<file path="config.mk">
export PLATFORM = sky130hd
export DESIGN_NAME = prefix_start_decoder
export DESIGN_NICKNAME = d
export VERILOG_FILES = /design/src/rtl/bpd_pkg.sv /design/src/rtl/digit_group_unpack.sv /design/src/rtl/prefix_field_decode.sv /design/src/rtl/digit_to_flags.sv /design/src/rtl/prefix_start_decoder.sv
export SDC_FILE = /design/constraint.sdc
export NUM_CORES = 1
export LEC_CHECK = 0
export ABC_AREA = 1
export BUFFER_PORTS_ARGS = -buffer_cell sky130_fd_sc_hd__buf_2
export CORE_ASPECT_RATIO = 0.8
export CORE_MARGIN = 5
export CORE_UTILIZATION = 55
export DETAILED_ROUTE_END_ITERATION = 12
export PLACE_DENSITY = 0.79
export SYNTH_ARGS = -nofsm -noshare
export SYNTH_HDL_FRONTEND = slang
export SYNTH_SLANG_ARGS = --single-unit
</file>
<file path="constraint.sdc">
create_clock -name clk -period 28.4 [get_ports clk]
set_input_delay 1.42 -clock clk [delete_from_list [all_inputs] [get_ports clk]]
set_output_delay 1.42 -clock clk [all_outputs]
set_load 0.05 [all_outputs]
</file>
<file path="src/rtl/bpd_pkg.sv">
package bpd_pkg;
    // Width of one unpacked digit (holds values 0..4)
    localparam int DIGIT_W = 3;

    typedef enum logic [0:0] {
        ST_IDLE = 1'b0,
        ST_EMIT = 1'b1
    } emit_state_e;
endpackage

</file>
<file path="src/rtl/digit_group_unpack.sv">
module digit_group_unpack #(
    parameter int RADIX = 3,
    parameter int NDIG  = 5,
    parameter int GW    = 8,
    parameter int DW    = 3
) (
    input  logic [GW-1:0]            code_i,
    output logic [NDIG-1:0][DW-1:0]  digs_o,   // index 0 = most significant digit
    output logic                     bad_o
);
    localparam int LIMIT = RADIX ** NDIG;

    logic [GW-1:0] rem;

    always_comb begin
        rem   = code_i;
        bad_o = ({1'b0, code_i} >= (GW+1)'(LIMIT));
        for (int j = NDIG - 1; j >= 0; j--) begin
            digs_o[j] = DW'(rem % GW'(RADIX));
            rem       = rem / GW'(RADIX);
        end
    end
endmodule

</file>
<file path="src/rtl/prefix_field_decode.sv">
module prefix_field_decode #(
    parameter int RADIX  = 3,
    parameter int PER    = 5,
    parameter int GW     = 8,
    parameter int NGROUP = 3,
    parameter int DW     = 3,
    localparam int FIELD_W = NGROUP * GW,
    localparam int NDIG    = NGROUP * PER
) (
    input  logic [FIELD_W-1:0]        field_i,
    output logic [NDIG-1:0][DW-1:0]   digits_o,
    output logic                      bad_o
);
    logic [NGROUP-1:0] grp_bad;

    for (genvar g = 0; g < NGROUP; g++) begin : g_grp
        logic [PER-1:0][DW-1:0] gd;
        digit_group_unpack #(
            .RADIX (RADIX),
            .NDIG  (PER),
            .GW    (GW),
            .DW    (DW)
        ) u_unpack (
            .code_i (field_i[(NGROUP-g)*GW-1 -: GW]),
            .digs_o (gd),
            .bad_o  (grp_bad[g])
        );
        assign digits_o[g*PER +: PER] = gd;
    end

    assign bad_o = |grp_bad;
endmodule

</file>
<file path="src/rtl/digit_to_flags.sv">
module digit_to_flags #(
    parameter int NDIG = 15,
    parameter int DW   = 3,
    localparam int NSLOT = NDIG - 1
) (
    input  logic                     quin_i,
    input  logic [NDIG-1:0][DW-1:0]  digits_i,
    output logic [NSLOT-1:0]         start_o,
    output logic [NSLOT-1:0]         supp_o,
    output logic [NSLOT-1:0]         dep_o,
    output logic                     spill_o
);
    for (genvar i = 0; i < NSLOT; i++) begin : g_slot
        logic [DW-1:0] d;
        assign d = digits_i[i];
        always_comb begin
            start_o[i] = (d != '0);
            if (quin_i) begin
                supp_o[i] = (d == DW'(2)) || (d == DW'(4));
                dep_o[i]  = (d == DW'(3)) || (d == DW'(4));
            end else begin
                supp_o[i] = (d == DW'(2));
                dep_o[i]  = 1'b0;
            end
        end
    end

    assign spill_o = (digits_i[NDIG-1] == '0);
endmodule

</file>
<file path="src/rtl/prefix_start_decoder.sv">
module prefix_start_decoder
    import bpd_pkg::*;
#(
    parameter int BUNDLE_W    = 192,
    parameter int TERN_GROUPS = 3,
    parameter int TERN_GW     = 8,
    parameter int TERN_PER    = 5,
    parameter int QUIN_GROUPS = 5,
    parameter int QUIN_GW     = 7,
    parameter int QUIN_PER    = 3,
    parameter int PAD_BITS    = 1,
    localparam int NUM_DIG    = TERN_GROUPS * TERN_PER,
    localparam int NUM_SLOT   = NUM_DIG - 1
) (
    input  logic                 clk,
    input  logic                 rst_n,
    input  logic [BUNDLE_W-1:0]  bundle_i,
    input  logic                 valid_i,
    input  logic                 quin_mode_i,
    output logic                 res_valid_o,
    output logic [NUM_SLOT-1:0]  start_o,
    output logic [NUM_SLOT-1:0]  supp_o,
    output logic [NUM_SLOT-1:0]  dep_o,
    output logic                 spill_o,
    output logic                 bad_code_o
);
    localparam int TERN_W     = TERN_GROUPS * TERN_GW;
    localparam int QUIN_W     = QUIN_GROUPS * QUIN_GW;
    localparam int QUIN_PFX_W = QUIN_W + PAD_BITS;

    // ---------------- field unpacking ----------------
    logic [NUM_DIG-1:0][DIGIT_W-1:0] tern_dig, quin_dig, sel_dig;
    logic                            tern_bad, quin_grp_bad, quin_bad;
    logic [PAD_BITS-1:0]             pad_bits;
    logic                            unused_tail;

    prefix_field_decode #(
        .RADIX (3), .PER (TERN_PER), .GW (TERN_GW),
        .NGROUP (TERN_GROUPS), .DW (DIGIT_W)
    ) u_tern (
        .field_i  (bundle_i[BUNDLE_W-1 -: TERN_W]),
        .digits_o (tern_dig),
        .bad_o    (tern_bad)
    );

    prefix_field_decode #(
        .RADIX (5), .PER (QUIN_PER), .GW (QUIN_GW),
        .NGROUP (QUIN_GROUPS), .DW (DIGIT_W)
    ) u_quin (
        .field_i  (bundle_i[BUNDLE_W-1 -: QUIN_W]),
        .digits_o (quin_dig),
        .bad_o    (quin_grp_bad)
    );

    assign pad_bits    = bundle_i[BUNDLE_W-QUIN_W-1 -: PAD_BITS];
    assign quin_bad    = quin_grp_bad | (|pad_bits);
    assign unused_tail = ^bundle_i[BUNDLE_W-QUIN_PFX_W-1:0];
    assign sel_dig     = quin_mode_i ? quin_dig : tern_dig;

    // ---------------- flag derivation ----------------
    logic [NUM_SLOT-1:0] nx_start, nx_supp, nx_dep;
    logic                nx_spill, nx_bad;

    digit_to_flags #(.NDIG (NUM_DIG), .DW (DIGIT_W)) u_flags (
        .quin_i   (quin_mode_i),
        .digits_i (sel_dig),
        .start_o  (nx_start),
        .supp_o   (nx_supp),
        .dep_o    (nx_dep),
        .spill_o  (nx_spill)
    );

    assign nx_bad = quin_mode_i ? quin_bad : tern_bad;

    // ---------------- controller ----------------
    emit_state_e state_q, state_d;

    always_comb begin
        state_d = state_q;
        unique case (state_q)
            ST_IDLE: if (valid_i)  state_d = ST_EMIT;
            ST_EMIT: if (!valid_i) state_d = ST_IDLE;
            default: state_d = ST_IDLE;
        endcase
    end

    always_ff @(posedge clk) begin
        if (!rst_n) state_q <= ST_IDLE;
        else        state_q <= state_d;
    end

    // captured result
    logic [NUM_SLOT-1:0] r_start, r_supp, r_dep;
    logic                r_spill, r_bad;

    always_ff @(posedge clk) begin
        if (!rst_n) begin
            r_start <= '0;
            r_supp  <= '0;
            r_dep   <= '0;
            r_spill <= 1'b0;
            r_bad   <= 1'b0;
        end else if (valid_i) begin
            if (nx_bad) begin
                r_start <= '0;
                r_supp  <= '0;
                r_dep   <= '0;
                r_spill <= 1'b0;
                r_bad   <= 1'b1;
            end else begin
                r_start <= nx_start;
                r_supp  <= nx_supp;
                r_dep   <= nx_dep;
                r_spill <= nx_spill;
                r_bad   <= 1'b0;
            end
        end
    end

    // output process
    always_comb begin
        res_valid_o = 1'b0;
        start_o     = '0;
        supp_o      = '0;
        dep_o       = '0;
        spill_o     = 1'b0;
        bad_code_o  = 1'b0;
        unique case (state_q)
            ST_IDLE: ;
            ST_EMIT: begin
                res_valid_o = 1'b1;
                start_o     = r_start;
                supp_o      = r_supp;
                dep_o       = r_dep;
                spill_o     = r_spill;
                bad_code_o  = r_bad;
            end
            default: ;
        endcase
    end
endmodule

</file>
==> metrics.md, run 1 <==
| Metric | Value |
|---|---|
| First-pass GRT wire length | `51.5 mm` |
| R2r worst-path depth | `2` |
| Layout filler cell count | `2268` |
| Multiplexer share of the synthesized area | `0.565%` |
| Hold/Removal Path Class | `flip-flop to flip-flop` |
| Number of diodes | `0` |
| Least-Margin Pin Slew | `804 ps` |
| Area share of the largest cell type after synthesis | `15.9%` |
| Ports | `241` |
| Top-count cell post-synth | `nand2_1` |
| Drt first pass iters | `5` |
| DP HPWL | `24.9 mm` |
| Inst Count DP | `2470` |
| Setup total negative slack | `0 ps` |
| Async set-or-reset flop fraction in the synthesized netlist | `0%` |
| Clock buffers created by TritonCTS | `5` |
| CTS tree | `done` |
| Hold path cells | `2` |
| Post-synth EDFFs | `0` |
| Final hold viol count | `0` |
| Die area | `25700 um2` |
| Final core occ | `58.9%` |
| Crit end category | `flip-flop` |
| Final #Nets | `2496` |
| Area delta synth->final | `6.02%` |
| Setup Skew | `0 ps` |
| Finished Layout Cells | `2478` |
| Power per cell area | `97.5 nW/um2` |
| Max clock buf depth | `2` |
| Pin count of the biggest net entering global routing | `55` |
| CP Class | `primary input to flip-flop` |
| Top post-synthesis cells by area | `nand2_1 (16%), ha_1 (13%), inv_1 (10%), dfxtp_1 (7.3%), o21ai_0 (5.6%)` |
| Worst skew pair latency | `290 ps` |
| Clock period minus worst slack | `12880 ps` |
| DRC errors left | `0` |
| Vias after detailed routing | `12900` |
| Arrival time of the worst setup path | `13110 ps` |
| Synth Area in XOR/XNOR | `7.05%` |
| Worst path max stage delay | `390 ps` |
| Initial antenna violation count | `0` |
| Final worst slack | `15520 ps` |
| Max-slew violation count | `0` |
| Top achievable clock speed | `0.0776 GHz` |
| Status | `completed` |
| Tcrit/Tclk final | `45.4%` |
| Post-DRT Antenna Nets | `0` |
| Main combinational cell family by area after synthesis | `simple AND/OR/NAND/NOR gates` |
| GPL Wtd Cong | `0.910` |
| Yosys warning count | `0` |
| Synth cell count leaders | `nand2_1 (526), inv_1 (343), nor2_1 (181)` |
| Drt wl/cell | `12.2 um` |
| Cell at the slowest stage of the critical path | `ha_1` |
| Global Route Usage Sum | `23.2%` |
| Starting Density | `55.6%` |
| Data required, critical path | `28620 ps` |
| Vias in the first global route | `11400` |
| Post-CTS Resized | `0` |
| Postcts setup bufs | `0` |
| Tot Pwr | `1280 uW` |
| Synth Area in Simple Gates | `42.1%` |
| Syn avg cell area | `5.88 um2` |
| Synth cell types | `75` |
| Die W | `178 um` |
| Top FF cell, synth | `dfxtp_1` |
| Pleak | `0.00737 uW` |
| Cell count after synthesis | `2112` |
| Row count | `49` |
| Chip height | `144 um` |
| RSZ-0062 raised after global routing | `no` |
| GRT Residual Overflow | `0` |
| Crit-path most repeated cell | `nand2_1` |
| Sequential share of the synthesized area | `7.26%` |
| Worst-path clk slew | `60 ps` |
| 1st-iter DRT viols | `780` |
| # port buffers | `84` |
| Routed vias/inst | `5.20` |
| TritonCTS Sinks | `45` |
| Mapped cell area | `12400 um2` |
| # setup viols final | `0` |
| Post-Synth Adder-Cell Area | `13.0%` |
| Worst rel slew slack | `46.0%` |
| Post-synthesis compound-gate area fraction | `16.2%` |
| Final WL | `30.1 mm` |
| Worst-path fanout max | `11` |
| Maximum vdd drop | `0.0518 mV` |
| Area leader, netlist | `nand2_1` |
| Mapped Nets | `2437` |
| CTS Hold Bufs | `0` |
| CP Launch Type | `primary input` |
| Core area | `22300 um2` |
| Post-place setup slack | `15230 ps` |
| H-tree depth | `2` |
| MaxCap Viol Count | `0` |
| Yosys reg bits | `45` |
| Root buffer cell | `clkbuf_16` |
| Layout cells sized above 1 | `15.4%` |
==> power by group <==
group	internal, uW	leakage [uW]	switching (uW)
Combinational	392	0.00692	741
Clock	43.9	0.0000841	22.8
Sequential	75.9	0.000367	6.69
Total	512	0.00737	771
==> layout make-up <==
cell class	count	area, um2	area share (%)
multi-input combinational	1645	9790	74.4
inverter	383	1440	10.9
sequential	45	901	6.85
timing repair buffer	91	473	3.60
tap	306	383	2.91
clock buffer	7	143	1.08
clock inverter	1	30.0	0.228
==> registers in the layout (all words and copies together) (netlist names) <==
signal   count
r_dep       14
r_start     14
r_supp      14
r_bad        1
r_spill      1
state_q      1
==> worst max-delay path: cells and delay by family <==
kind | cells | cell delay (ps)
simple gates | 57 | 6770
fa+ha+maj | 11 | 2350
mux | 1 | 310
xor+xnor | 3 | 530
buf+inv | 15 | 1410
compound gates | 3 | 310
==> worst paths after layout <==
kind                                             start                     end  slack, ps
worst max-delay path                     bundle_i[182]  r_supp[5]$_SDFFE_PN0P_      15520
worst min-delay path             r_dep[7]$_SDFFE_PN0P_   r_dep[7]$_SDFFE_PN0P_        470
worst max register to register  r_supp[9]$_SDFFE_PN0P_  r_supp[9]$_SDFFE_PN0P_      27730
worst min register to register   r_dep[7]$_SDFFE_PN0P_   r_dep[7]$_SDFFE_PN0P_        470
==> stage by stage <==
stage	area, um2	hold slack, ps
finish	13200	465
global route	13200	479
global placement	13000	453
floorplan	12400	441
CTS	13200	465
detailed placement	13000	456
==> logic make-up (layout without fill, tap and decap cells) <==
logic type	after synthesis	in the layout
AOI/OAI and AO/OA	346	346
xor gates and xnor gates	96	96
adders and majority gates	129	129
buffers and inverters	422	482
DFF	45	45
muxes	7	7
and+or+nand+nor	1067	1067
==> placed cells by master, fill, tap and decap left out, drive strengths merged, types with 4 or more instances in the layout <==
cell / n
buf: 91
xor2: 76
nand3b: 7
nand3: 152
nor2: 215
o211ai: 13
a21oi: 110
a31oi: 7
clkbuf: 7
o22ai: 5
ha: 129
nand2: 610
nor4: 4
nor3: 21
dfxtp: 45
xnor2: 20
o21a: 4
inv: 380
o2111ai: 4
nand4: 39
o31ai: 7
o21ai: 175
mux2i: 7
or2: 13
==> metal layers <==
metal	share of wire, %	wire (um)	GRT usage [%]	vias to the layer above
li1	-	-	-	6872
met1	51	15300	34.0	5707
met2	42	12600	36.4	290
met3	6.6	1990	3.24	28
met4	1.0	307	4.27	0
met5	0	0	0	-
(Power assumes the default switching activity.)
==> inputs of run 2 (changes only) <==
--- a/config.mk
+++ b/config.mk
@@ -9,9 +9,9 @@
 export BUFFER_PORTS_ARGS = -buffer_cell sky130_fd_sc_hd__buf_2
 export CORE_ASPECT_RATIO = 0.8
 export CORE_MARGIN = 5
-export CORE_UTILIZATION = 55
+export CORE_UTILIZATION = 53
 export DETAILED_ROUTE_END_ITERATION = 12
-export PLACE_DENSITY = 0.79
+export PLACE_DENSITY = 0.8
 export SYNTH_ARGS = -nofsm -noshare
 export SYNTH_HDL_FRONTEND = slang
 export SYNTH_SLANG_ARGS = --single-unit
==> constraint.sdc (replaced) <==
create_clock -name clk -period 11.2 [get_ports clk]
set_input_delay 0.56 -clock clk [delete_from_list [all_inputs] [get_ports clk]]
set_output_delay 0.56 -clock clk [all_outputs]
set_load 0.05 [all_outputs]
==> run 2 against run 1 <==
Against the previous run:
- design area is 2.4% higher
- critical endpoint is now r_dep[5]$_SDFFE_PN0P_
- clock skew stayed put
- sequential share of layout area is 0.16 points lower
- via count is 2.5% higher
- utilization is 0.93 points lower
- die area is 3.5% higher
- first-iteration DRC count is 31% higher
- routed wire length is 3.9% higher
==> metrics.md, run 2 (synthesized netlist as in run 1, its figures left out) <==
| Metric | Value |
|---|---|
| Layout filler cell count | `2255` |
| Pin count of the biggest net entering global routing | `55` |
| H-tree depth | `2` |
| Cell at the slowest stage of the critical path | `or2_2` |
| Layout cells sized above 1 | `17.1%` |
| Max clock buf depth | `2` |
| Die W | `181 um` |
| Worst skew pair latency | `280 ps` |
| Tcrit/Tclk final | `91.7%` |
| Power per cell area | `252 nW/um2` |
| CTS tree | `done` |
| # setup viols final | `0` |
| CP Class | `primary input to flip-flop` |
| 1st-iter DRT viols | `1021` |
| Starting Density | `53.5%` |
| Top flop regs | `r_dep (14), r_start (14), r_supp (14)` |
| Worst-path fanout max | `7` |
| DP HPWL | `25.4 mm` |
| Met3 usage | `2.13%` |
| First-pass GRT wire length | `53.2 mm` |
| Crit-path most repeated cell | `nand2_2` |
| Root buffer cell | `clkbuf_16` |
| Final WL | `31.3 mm` |
| Initial antenna violation count | `0` |
| Drt wl/cell | `12.5 um` |
| Number of diodes | `0` |
| Arrival time of the worst setup path | `10490 ps` |
| Least-Margin Pin Slew | `840 ps` |
| Max-slew violation count | `0` |
| Final hold viol count | `0` |
| Hold slack | `469 ps` |
| Final #Nets | `2517` |
| Vias after detailed routing | `13200` |
| Final core occ | `58.0%` |
| RSZ-0062 raised after global routing | `yes` |
| Drt first pass iters | `5` |
| Setup total negative slack | `0 ps` |
| CP Launch Type | `primary input` |
| Most used routing layer | `met2` |
| CTS Hold Bufs | `0` |
| Worst path max stage delay | `320 ps` |
| GRT Residual Overflow | `0` |
| DRC errors left | `0` |
| Top achievable clock speed | `0.0973 GHz` |
| Commonest non-fill, non-tap cells in the layout | `nand2_1 (522), inv_1 (339), nor2_1 (180)` |
| Row count | `50` |
| Met2 Use GR | `36.4%` |
| Data required, critical path | `11410 ps` |
| Hold/Removal Path Class | `flip-flop to flip-flop` |
| Tot Pwr | `3390 uW` |
| # port buffers | `84` |
| Die area | `26600 um2` |
| CP bufs+invs | `13` |
| Clock buffers created by TritonCTS | `5` |
| GPL Wtd Cong | `0.895` |
| Crit path max-delay family | `simple AND/OR/NAND/NOR gates` |
| Core area | `23200 um2` |
| Met1 Track Usage GR | `33.4%` |
| TritonCTS Sinks | `45` |
| Routed vias/inst | `5.28` |
| Ports | `241` |
| Clock period minus worst slack | `10280 ps` |
| Worst-path clk slew | `60 ps` |
| Vias in the first global route | `11900` |
| Chip height | `147 um` |
| Pleak | `0.00748 uW` |
| Worst rel slew slack | `43.3%` |
| Setup Skew | `0 ps` |
| Status | `completed` |
| Crit end category | `flip-flop` |
| Area delta synth->final | `8.52%` |
| Commonest non-fill, non-tap cell in the layout | `nand2_1` |
| Global Route Usage Sum | `22.5%` |
| MaxCap Viol Count | `0` |
| Maximum vdd drop | `0.122 mV` |
| Post-DRT Antenna Nets | `0` |
==> run 2: final cells by class <==
cell class / count / area, um2 / area share (%)
Clock buffer: 5 / 125 / 0.929
Tap cell: 312 / 390 / 2.90
Sequential cell: 45 / 901 / 6.69
Clock inverter: 3 / 65.1 / 0.483
Timing Repair Buffer: 112 / 636 / 4.72
Inverter: 383 / 1440 / 10.7
Multi-Input combinational cell: 1645 / 9910 / 73.6
==> run 2: worst reg2reg max path, stage by stage (launching register included) <==
cell and delay [ps]:
dfxtp_1 310, o21ai_0 160, nor2_1 60
==> run 2: path summary, 6_finish.rpt <==
check	from	end	slack [ps]	cells past startpoint
min	r_spill$_SDFFE_PN0P_	r_spill$_SDFFE_PN0P_	470	2
min reg2reg	r_spill$_SDFFE_PN0P_	r_spill$_SDFFE_PN0P_	470	2
max	bundle_i[182]	r_dep[5]$_SDFFE_PN0P_	920	87
max reg2reg	r_bad$_SDFFE_PN0P_	r_bad$_SDFFE_PN0P_	10550	2
==> run 2: metrics by stage <==
| stage | instances | cell area [um2] | setup slack (ps) |
|---|---|---|---|
| floorplan | 2112 | 12400 | 718 |
| global placement | 2485 | 13100 | 230 |
| detailed placement | 2485 | 13100 | -160 |
| CTS | 2493 | 13200 | 112 |
| global route | 2505 | 13500 | -137 |
| finish | 2505 | 13500 | 924 |
==> run 2: metal layers <==
layer / vias up / part of all wire [%]
met5: - / 0
met4: 0 / 1.2
met3: 33 / 6.5
met2: 361 / 43
met1: 5915 / 50
li1: 6915 / -
==> run 2: timing repair <==
item	in CTS	in global routing
setup endpoints to repair	0	8
resized for setup	0	32
setup buffers	0	12
==> run 2: report_power, final <==
| group | switching (uW) | internal [uW] | leakage (uW) | total, uW |
|---|---|---|---|---|
| logic | 1940 | 1050 | 0.00702 | 2990 |
| registers | 16.5 | 192 | 0.000367 | 209 |
| clock network | 59.5 | 127 | 0.0000938 | 187 |
| total | 2020 | 1370 | 0.00748 | 3390 |
==> inputs of run 3 (changes only) <==
--- a/config.mk
+++ b/config.mk
@@ -10,6 +10,7 @@
 export CORE_ASPECT_RATIO = 0.8
 export CORE_MARGIN = 5
 export CORE_UTILIZATION = 53
+export CTS_BUF_LIST = sky130_fd_sc_hd__clkbuf_4 sky130_fd_sc_hd__clkbuf_8
 export DETAILED_ROUTE_END_ITERATION = 12
 export PLACE_DENSITY = 0.8
 export SYNTH_ARGS = -nofsm -noshare
==> run 3 against run 2 <==
Against the previous run:
- sequential share of layout area barely moved
- sequential cell count stayed put
- critical path type unchanged
- via count up 0.46%
==> metrics.md, run 3 (synthesized netlist as in run 1, its figures left out) <==
| Metric | Value |
|---|---|
| Ports | `241` |
| Max clock buf depth | `2` |
| Area delta synth->final | `8.32%` |
| GPL Wtd Cong | `0.895` |
| CP Launch Type | `primary input` |
| Crit-path most repeated cell | `nand2_2` |
| Tcrit/Tclk final | `91.5%` |
| Final #Nets | `2519` |
| Core area | `23200 um2` |
| Top flop regs | `r_dep (14), r_start (14), r_supp (14)` |
| Worst-path fanout max | `7` |
| Pleak | `0.00747 uW` |
| First-pass GRT wire length | `53.1 mm` |
| Drt wl/cell | `12.5 um` |
| Global Route Usage Sum | `22.4%` |
| Die area | `26600 um2` |
| DP HPWL | `25.4 mm` |
| Clock period minus worst slack | `10250 ps` |
| Worst path max stage delay | `320 ps` |
| Starting Density | `53.5%` |
| Commonest non-fill, non-tap cell in the layout | `nand2_1` |
| Hold/Removal Path Class | `flip-flop to flip-flop` |
| Clock buffers created by TritonCTS | `5` |
| Routed wl met3 | `1.94 mm` |
| Die W | `181 um` |
| CTS tree | `done` |
| # setup viols final | `0` |
| Worst R2R Setup Slack | `10540 ps` |
| Commonest non-fill, non-tap cells in the layout | `nand2_1 (522), inv_1 (339), nor2_1 (180)` |
| Routed vias/inst | `5.30` |
| Final WL | `31.4 mm` |
| Least-Margin Pin Slew | `846 ps` |
| R2r worst-path depth | `2` |
| TritonCTS Sinks | `45` |
| Max-slew violation count | `0` |
| GRT Residual Overflow | `0` |
| Cell at the slowest stage of the critical path | `or2_2` |
| CP Launch Point | `bundle_i[182]` |
| Initial antenna violation count | `0` |
| Top achievable clock speed | `0.0976 GHz` |
| Worst skew pair latency | `290 ps` |
| Number of diodes | `0` |
| Crit end category | `flip-flop` |
| Hold slack | `470 ps` |
| Max Used Layer | `met4` |
| # port buffers | `84` |
| Drt first pass iters | `5` |
| Post-DRT Antenna Nets | `0` |
| Arrival time of the worst setup path | `10470 ps` |
| 1st-iter DRT viols | `1039` |
| Vias after detailed routing | `13300` |
| Setup crit end | `r_dep[5]$_SDFFE_PN0P_` |
| Status | `completed` |
| Non-Filler Cell Area, Final | `13400 um2` |
| CTS Hold Bufs | `0` |
| Final core occ | `57.9%` |
| Row count | `50` |
| H-tree depth | `2` |
| Met2 Wirelength | `13.4 mm` |
| Worst-path clk slew | `80 ps` |
| CP Class | `primary input to flip-flop` |
| Layout filler cell count | `2261` |
| MaxCap Viol Count | `0` |
| Final hold viol count | `0` |
| Worst rel slew slack | `42.9%` |
| Worst r2r src | `r_start[5]$_SDFFE_PN0P_` |
| Setup Skew | `0 ps` |
| Chip height | `147 um` |
| R2R Path End | `r_start[5]$_SDFFE_PN0P_` |
| Maximum vdd drop | `0.122 mV` |
| Pin count of the biggest net entering global routing | `55` |
| M1 wire length | `15.7 mm` |
| Layout cells sized above 1 | `17.3%` |
| Placed cell area | `13100 um2` |
| Vias in the first global route | `11900` |
| Data required, critical path | `11430 ps` |
| Power per cell area | `251 nW/um2` |
| DRC errors left | `0` |
| Root buffer cell | `clkbuf_8` |
==> run 3: cell count changes in the layout (fill, tap and decap cells not counted), sizes merged <==
cell and delta:
buf +2
==> run 3: worst max-delay path: cells and delay by family <==
kind                     cells  cell delay (ps)
AO/OA/AOI/OAI                3              390
XOR/XNOR                     2              330
adder cells (fa/ha/maj)     12             2350
buffers and inverters       14             1150
AND/OR/NAND/NOR             58             5640
==> run 3: per-layer routing <==
metal	vias to the layer above	GRT usage, %
met3	35	1.71
met1	5939	33.6
li1	6916	-
met2	395	36.3
met4	0	2.89
met5	-	0
==> run 3: how the worst min path moves through the flow <==
stage	to	cells after the start	startpoint	slack, ps
floorplan	r_dep[10]$_SDFFE_PN0P_	2	r_dep[10]$_SDFFE_PN0P_	440
global placement	r_dep[7]$_SDFFE_PN0P_	2	r_dep[7]$_SDFFE_PN0P_	450
detailed placement	r_dep[5]$_SDFFE_PN0P_	2	r_dep[5]$_SDFFE_PN0P_	460
CTS	r_dep[5]$_SDFFE_PN0P_	2	r_dep[5]$_SDFFE_PN0P_	470
global route	r_start[12]$_SDFFE_PN0P_	2	r_start[12]$_SDFFE_PN0P_	490
finish	r_dep[5]$_SDFFE_PN0P_	2	r_dep[5]$_SDFFE_PN0P_	470
==> run 3: repair_timing <==
| action | 4_1_cts | 5_1_grt |
|---|---|---|
| buffers inserted | 0 | 14 |
| resized for setup | 0 | 36 |
| setup endpoints to repair | 0 | 8 |
==> run 3: layout make-up <==
| cell class | count | area [um2] | share of cell area, % |
|---|---|---|---|
| tap | 312 | 390 | 2.90 |
| inverter | 383 | 1440 | 10.7 |
| clock buffer | 5 | 68.8 | 0.512 |
| sequential | 45 | 901 | 6.70 |
| multi-input combinational | 1645 | 9920 | 73.8 |
| clock inverter | 3 | 65.1 | 0.484 |
| timing repair buffer | 114 | 651 | 4.84 |
==> run 3: where the power goes <==
part	leakage [uW]	switching [uW]	total (uW)	internal (uW)
registers	0.000367	16.5	209	192
clock network	0.0000681	54.8	143	88.6
logic	0.00703	1960	3020	1060
total	0.00747	2030	3370	1340
==> run 3: through the flow <==
step           worst slack [ps]  total power [uW]  setup TNS [ps]  std cells
6_report                    953              3370               0       2507
5_1_grt                   -79.7              3780            -121       2507
4_1_cts                     132              3240               0       2493
3_5_place_dp               -160              3080            -433       2485
3_3_place_gp                230              2970               0       2485
2_1_floorplan               718              2570               0       2112
